===== config.mk =====
export PLATFORM = sky130hd
export DESIGN_NAME = fpr_alias_file
export DESIGN_NICKNAME = d
export VERILOG_FILES = /design/src/rtl/fpra_pkg.sv /design/src/rtl/fpra_decode.sv /design/src/rtl/fpra_lane_mem.sv /design/src/rtl/fpra_rd_port.sv /design/src/rtl/fpr_alias_file.sv
export SDC_FILE = /design/constraint.sdc
export NUM_CORES = 2
export LEC_CHECK = 0
export BUFFER_PORTS_ARGS = -buffer_cell sky130_fd_sc_hd__buf_2
export CORE_MARGIN = 2
export CORE_UTILIZATION = 30
export DETAILED_ROUTE_END_ITERATION = 8
export MAX_ROUTING_LAYER = met4
export PLACE_DENSITY = 0.55
export SLEW_MARGIN = 20
export SYNTH_ARGS = -nofsm -noshare
export SYNTH_HDL_FRONTEND = slang
export SYNTH_SLANG_ARGS = --single-unit

===== constraint.sdc =====
create_clock -name clk -period 6.8 [get_ports clk]
set_clock_uncertainty 0.05 [all_clocks]
set_input_delay 1.02 -clock clk [delete_from_list [all_inputs] [get_ports clk]]
set_output_delay 1.02 -clock clk [all_outputs]
set_load 0.005 [all_outputs]

===== src/rtl/fpra_pkg.sv =====
package fpra_pkg;
  typedef enum logic [1:0] {
    SZ_NONE = 2'b00,
    SZ_WORD = 2'b01,
    SZ_PAIR = 2'b10,
    SZ_QUAD = 2'b11
  } fsize_e;

  // Words per quad row; fixed by the three aliased widths.
  localparam int unsigned LANES = 4;
endpackage


===== src/rtl/fpra_decode.sv =====
module fpra_decode
  import fpra_pkg::*;
#(
  parameter int unsigned SPEC_W = 5,
  localparam int unsigned ROW_W = SPEC_W - 1
) (
  input  logic [1:0]        size,
  input  logic [SPEC_W-1:0] spec,
  input  logic              ext_en,
  output logic [ROW_W-1:0]  row,
  output logic [LANES-1:0]  lane_mask,
  output logic [1:0]        first_lane,
  output logic              bad
);
  // Lane 0 is the most significant word of a quad row.
  always_comb begin
    row        = '0;
    lane_mask  = '0;
    first_lane = '0;
    bad        = 1'b0;
    case (fsize_e'(size))
      SZ_WORD: begin
        row        = {1'b0, spec[SPEC_W-1:2]};
        first_lane = spec[1:0];
        lane_mask  = LANES'(1) << spec[1:0];
      end
      SZ_PAIR: begin
        row        = {spec[0], spec[SPEC_W-1:2]};
        first_lane = {spec[1], 1'b0};
        lane_mask  = spec[1] ? LANES'(4'b1100) : LANES'(4'b0011);
        bad        = spec[0] & ~ext_en;
      end
      SZ_QUAD: begin
        row        = {spec[0], spec[SPEC_W-1:2]};
        first_lane = 2'b00;
        lane_mask  = '1;
        bad        = spec[1] | (spec[0] & ~ext_en);
      end
      default: bad = 1'b1;
    endcase
  end
endmodule


===== src/rtl/fpra_lane_mem.sv =====
module fpra_lane_mem #(
  parameter int unsigned WORD_W = 32,
  parameter int unsigned ROW_W  = 4,
  parameter int unsigned NRD    = 2,
  localparam int unsigned DEPTH = 2 ** ROW_W
) (
  input  logic                         clk,
  input  logic                         rst,
  input  logic                         we,
  input  logic [ROW_W-1:0]             waddr,
  input  logic [WORD_W-1:0]            wdata,
  input  logic [NRD-1:0][ROW_W-1:0]    raddr,
  output logic [NRD-1:0][WORD_W-1:0]   rdata
);
  logic [WORD_W-1:0] mem [DEPTH];

  always_ff @(posedge clk) begin
    if (we) mem[waddr] <= wdata;
  end

  // Read-first registered outputs: a same-edge write is not seen.
  for (genvar p = 0; p < NRD; p++) begin : g_rd
    always_ff @(posedge clk) begin
      if (rst) rdata[p] <= '0;
      else     rdata[p] <= mem[raddr[p]];
    end
  end
endmodule


===== src/rtl/fpra_rd_port.sv =====
module fpra_rd_port
  import fpra_pkg::*;
#(
  parameter int unsigned WORD_W = 32,
  localparam int unsigned DATA_W = LANES * WORD_W
) (
  input  logic                         clk,
  input  logic                         rst,
  input  logic [1:0]                   size,
  input  logic [1:0]                   first_lane,
  input  logic                         bad,
  input  logic [LANES-1:0][WORD_W-1:0] words,
  output logic [DATA_W-1:0]            data,
  output logic                         bad_q
);
  fsize_e     size_q;
  logic [1:0] lane_q;

  always_ff @(posedge clk) begin
    if (rst) begin
      size_q <= SZ_NONE;
      lane_q <= '0;
      bad_q  <= 1'b0;
    end else begin
      size_q <= fsize_e'(size);
      lane_q <= first_lane;
      bad_q  <= bad;
    end
  end

  always_comb begin
    data = '0;
    if (!bad_q) begin
      case (size_q)
        SZ_WORD: data[WORD_W-1:0] = words[lane_q];
        SZ_PAIR: data[2*WORD_W-1:0] = {words[lane_q], words[{lane_q[1], 1'b1}]};
        SZ_QUAD: begin
          for (int i = 0; i < LANES; i++)
            data[(LANES-1-i)*WORD_W +: WORD_W] = words[i];
        end
        default: data = '0;
      endcase
    end
  end
endmodule


===== src/rtl/fpr_alias_file.sv =====
module fpr_alias_file
  import fpra_pkg::*;
#(
  parameter int unsigned WORD_W = 32,
  parameter int unsigned SPEC_W = 5
) (
  input  logic                    clk,
  input  logic                    rst,
  input  logic                    ext_en,
  input  logic                    wr_en,
  input  logic [1:0]              wr_size,
  input  logic [SPEC_W-1:0]       wr_spec,
  input  logic [4*WORD_W-1:0]     wr_data,
  output logic                    wr_bad,
  input  logic [1:0]              rd0_size,
  input  logic [SPEC_W-1:0]       rd0_spec,
  output logic [4*WORD_W-1:0]     rd0_data,
  output logic                    rd0_bad,
  input  logic [1:0]              rd1_size,
  input  logic [SPEC_W-1:0]       rd1_spec,
  output logic [4*WORD_W-1:0]     rd1_data,
  output logic                    rd1_bad
);
  localparam int unsigned ROW_W  = SPEC_W - 1;
  localparam int unsigned NRD    = 2;
  localparam int unsigned DATA_W = LANES * WORD_W;

  // ---------------- write side ----------------
  logic [ROW_W-1:0]  w_row;
  logic [LANES-1:0]  w_mask;
  logic [1:0]        w_first;
  logic              w_bad;
  logic [LANES-1:0]  lane_we;
  logic [LANES-1:0][WORD_W-1:0] lane_wd;

  fpra_decode #(.SPEC_W(SPEC_W)) u_wdec (
    .size(wr_size), .spec(wr_spec), .ext_en(ext_en),
    .row(w_row), .lane_mask(w_mask), .first_lane(w_first), .bad(w_bad)
  );

  assign lane_we = {LANES{wr_en & ~w_bad}} & w_mask;

  // Steer the right-aligned write data onto the storage lanes.
  always_comb begin
    for (int i = 0; i < LANES; i++) begin
      case (fsize_e'(wr_size))
        SZ_QUAD: lane_wd[i] = wr_data[(LANES-1-i)*WORD_W +: WORD_W];
        SZ_PAIR: lane_wd[i] = (i % 2 == 0) ? wr_data[2*WORD_W-1:WORD_W] : wr_data[WORD_W-1:0];
        default: lane_wd[i] = wr_data[WORD_W-1:0];
      endcase
    end
  end

  logic unused_first;
  assign unused_first = ^w_first;

  always_ff @(posedge clk) begin
    if (rst) wr_bad <= 1'b0;
    else     wr_bad <= wr_en & w_bad;
  end

  // ---------------- read side ----------------
  logic [NRD-1:0][1:0]        r_size;
  logic [NRD-1:0][SPEC_W-1:0] r_spec;
  logic [NRD-1:0][ROW_W-1:0]  r_row;
  logic [NRD-1:0][1:0]        r_first;
  logic [NRD-1:0]             r_bad;
  logic [NRD-1:0][LANES-1:0]  r_mask;
  logic [NRD-1:0][DATA_W-1:0] r_data;
  logic [NRD-1:0]             r_flag;
  logic [LANES-1:0][NRD-1:0][WORD_W-1:0] lane_rd;
  logic [NRD-1:0][LANES-1:0][WORD_W-1:0] port_words;

  assign r_size[0] = rd0_size;
  assign r_size[1] = rd1_size;
  assign r_spec[0] = rd0_spec;
  assign r_spec[1] = rd1_spec;

  logic unused_mask;
  assign unused_mask = ^r_mask;

  for (genvar p = 0; p < NRD; p++) begin : g_port
    fpra_decode #(.SPEC_W(SPEC_W)) u_rdec (
      .size(r_size[p]), .spec(r_spec[p]), .ext_en(ext_en),
      .row(r_row[p]), .lane_mask(r_mask[p]), .first_lane(r_first[p]), .bad(r_bad[p])
    );

    for (genvar i = 0; i < LANES; i++) begin : g_pw
      assign port_words[p][i] = lane_rd[i][p];
    end

    fpra_rd_port #(.WORD_W(WORD_W)) u_fmt (
      .clk(clk), .rst(rst), .size(r_size[p]), .first_lane(r_first[p]),
      .bad(r_bad[p]), .words(port_words[p]), .data(r_data[p]), .bad_q(r_flag[p])
    );
  end

  for (genvar i = 0; i < LANES; i++) begin : g_lane
    fpra_lane_mem #(.WORD_W(WORD_W), .ROW_W(ROW_W), .NRD(NRD)) u_mem (
      .clk(clk), .rst(rst), .we(lane_we[i]), .waddr(w_row), .wdata(lane_wd[i]),
      .raddr(r_row), .rdata(lane_rd[i])
    );
  end

  assign rd0_data = r_data[0];
  assign rd1_data = r_data[1];
  assign rd0_bad  = r_flag[0];
  assign rd1_bad  = r_flag[1];

  // ---------------- assertions ----------------
  assert_word_one_lane_R3: assert property (@(posedge clk) disable iff (rst)
    (wr_en && wr_size == 2'b01) |-> ($countones(lane_we) == 1));

  assert_quad_all_lanes_R5: assert property (@(posedge clk) disable iff (rst)
    (wr_en && wr_size == 2'b11 && !wr_spec[1] && (!wr_spec[0] || ext_en)) |-> (lane_we == '1));

  assert_misalign_flag_R6: assert property (@(posedge clk) disable iff (rst)
    (wr_en && wr_size == 2'b11 && wr_spec[1]) |=> wr_bad);

  assert_bad_no_write_R6: assert property (@(posedge clk) disable iff (rst)
    w_bad |-> (lane_we == '0));

  assert_upper_locked_R7: assert property (@(posedge clk) disable iff (rst)
    (wr_en && !ext_en && wr_size[1] && wr_spec[0]) |=> wr_bad);

  assert_word_always_ok_R7: assert property (@(posedge clk) disable iff (rst)
    (wr_en && wr_size == 2'b01) |=> !wr_bad);

  assert_reserved_size_R8: assert property (@(posedge clk) disable iff (rst)
    (wr_en && wr_size == 2'b00) |=> wr_bad);

  assert_no_flag_idle_R10: assert property (@(posedge clk) disable iff (rst)
    !wr_en |=> !wr_bad);
endmodule


==> metrics.yaml <==
drtIter0Drc: 13880
slowest_stage: "a22oi_1"
outcome: "complete, but fails checks"
synth.distinct_cells: 54
h-tree-depth: 4
grt_overflow_total: 0
port_buffers: 411
routedWlPerCell_um: 38.3
cts_tree: "done"
setup_viol: 0
cts_inserted_buffers: 238
routed_wl_mm: 546
max_freq_ghz: 0.194
grt_usage_pct: 28.7
area_growth_pct: 15.3
critical_path.max_stage_delay_ns: 0.85
ys_ff_latch: 2315
synth_ff_type: "edfxtp_1"
vias: 89764
path_max_fanout: 42
cts-resized-gates: 0
synth_top_area_share_pct: 55.1
final_cells: 14237
yosysWarnings: 0
period_needed_ns: 5.16
gp_congestion: 0.983
core_area_um2: 371000
ioPinCount: 412
dieArea_um2: 377000
worst_slew_pin_slew_ns: 1.44
clock_latency_ns: 0.94
synth-seq-area-share_pct: 59.9
start_util_pct: 30.1
grt_first_pass_wirelength_mm: 734
min_period_over_period_pct: 75.9
synth_edf_count: 2048
firstDrtPassIters: 9
min_path_type: "input pin to flop"
final-max-slew-violation-count: 0
p_leak_nw: 41.7
synth_cells: 8778
synthTopCellsByArea: "edfxtp_1 (55%), mux4_2 (6.5%), dfxtp_1 (4.8%)"
end_kind: "output pin"
timing_worst_setup_path_type: "flop to output pin"
whs_ns: 0.299
cp-start-kind: "flop"
grt_max_degree: 191
ir_drop_uv: 229
dpl.hpwl_mm: 343
die_h_um: 614
cts_root_buffer: "clkbuf_16"
crit_chain: "buf_4 -> mux4_2 -> mux2_2 -> a22oi_1 -> nor2_1 -> buf_2"
drc_errors: 1
final_layout_size_suffix_gt1_share_pct: 19.8
clkSinkCount: 2315
async_reset_ff_share_pct: 0
synth_area_um2: 112000
clk_path_buf_depth: 4
relSlewSlack_pct: 4.10
cts_setup_buffers: 0
placed_cells: 13569
violations: "DRC"
worstPathArrival_ns: 4.09
cp.required_ns: 5.73
power_density_nw_per_um2: 268
synth.net_count: 8939
antenna_found_initial: 118
fin_nets: 9001
tns_ns: 0
grt_pass1_vias: 86528
rsz0062_at_grt: "no"
vias_per_cell: 6.30
clkTransAtPathRegs_ns: 0.07
synth_top_area_cell: "edfxtp_1"
antenna_left: 0
hold_buffers: 0
die_w_um: 614
syn_area_per_cell_um2: 12.7
rows: 224
finalHoldViolations: 0
maxCapViolCount: 0
[metrics by stage]
step / power [W] / cell area, um^2 / worst slack, ns / util [%]
after CTS: 0.0343 / 128000 / 1.82 / 34.5
after detailed placement: 0.0208 / 120000 / 1.97 / 32.3
final: 0.0345 / 129000 / 1.64 / 34.7
after floorplan: 0.0184 / 112000 / 1.31 / -
after global routing: 0.0351 / 129000 / 1.71 / 34.6
after global placement: 0.0207 / 120000 / 1.99 / 32.3
[power breakdown]
group	switching (W)	leakage (nW)	internal, W
logic	0.00297	17.0	0.00118
clock network	0.00592	3.91	0.00788
registers	0.000775	20.8	0.0158
total	0.00967	41.7	0.0249
[layout by cell type, fill, tap and decap left out, drive strengths merged, types with 254 or more instances in the layout]
cell,Yosys,final
clkbuf,585,300
a21oi,796,796
nand3,810,810
edfxtp,2048,2048
mux4,320,320
buf,327,733
mux2,318,318
dfxtp,267,267
a22oi,254,254
o21ai,935,935
a211oi,326,326
mux2i,323,323
[state kept, by name, summed over array words and instances (netlist names)]
name / cells
g_lane.u_mem.mem: 2048
g_lane.u_mem.rdata: 256
g_port.u_fmt.lane_q: 4
g_port.u_fmt.size_q: 4
g_port.u_fmt.bad_q: 2
wr_bad: 1
[critical path, delay by kind of cell, from the launching register on]
kind / cells / cell delay, ns
AO/OA/AOI/OAI: 1 / 0.85
buffers and inverters: 2 / 0.77
flip-flops: 1 / 0.66
multiplexers: 2 / 0.68
AND/OR/NAND/NOR: 1 / 0.11
[routing by layer]
| metal | part of all wire (%) | track usage (%) | up-vias |
|---|---|---|---|
| li1 | - | - | 35360 |
| met1 | 32 | 29.4 | 45333 |
| met2 | 44 | 42.5 | 6928 |
| met3 | 11 | 7.55 | 2143 |
| met4 | 13 | 31.6 | 0 |
| met5 | 0 | - | - |
[logic make-up (layout without fill, tap and decap cells)]
| family | after synthesis | after routing | share of synthesized area (%) |
|---|---|---|---|
| flip-flops | 2315 | 2315 | 59.9 |
| XOR/XNOR | 1 | 1 | 0.00784 |
| AND/OR/NAND/NOR | 1577 | 1577 | 7.10 |
| other | 0 | 227 | 0 |
| AO/OA/AOI/OAI | 2993 | 2993 | 16.9 |
| adder cells (fa/ha/maj) | 8 | 8 | 0.0896 |
| buffers and inverters | 923 | 1183 | 3.54 |
| multiplexers | 961 | 961 | 12.6 |
[cells in the mapped netlist, drive strengths merged (2+ instances only)]
master and number:
nand4 6, mux2i 323, o22a 97, and3 99, nor3b 4, nor4 102
a211o 97, edfxtp 2048, nor3 5, a22o 159, inv 11, ha 8
nand3 810, o31ai 31, a21oi 796, and3b 3, dfxtp 267, mux2 318
nand2b 8, and2 133, a21bo 31, a21o 2, a22oi 254, clkbuf 585
mux4 320, or3 4, nor2 240, o21ai 935, o21ba 2, nor2b 12
buf 327, a2111oi 129, nand2 149, o211ai 131, a211oi 326, o22ai 2
[final timing paths]
check	start	endpoint	slack [ns]	depth (start not counted)
worst max-delay path	g_port[1].u_fmt.lane_q[1]	rd1_data[18]	1.64	6
worst min-delay path	rd1_spec[1]	g_port[1].u_fmt.lane_q[1]	0.30	3
worst max register to register	g_lane[3].u_mem.mem[6][26]	g_lane[3].u_mem.rdata[26]	4.51	5
worst min register to register	g_lane[3].u_mem.mem[13][2]	g_lane[3].u_mem.rdata[2]	0.58	3
[area by class of cell]
| class | instances | area [um^2] |
|---|---|---|
| Clock inverter | 139 | 1580 |
| Timing Repair Buffer | 734 | 5290 |
| Sequential cell | 2315 | 66900 |
| Multi-Input combinational cell | 5540 | 41800 |
| Inverter | 11 | 41.3 |
| Tap cell | 4972 | 6220 |
| Fill cell | 35919 | 243000 |
| Antenna cell | 227 | 568 |
| Clock buffer | 299 | 6420 |
Note: power is estimated with default switching activity, not from simulation.
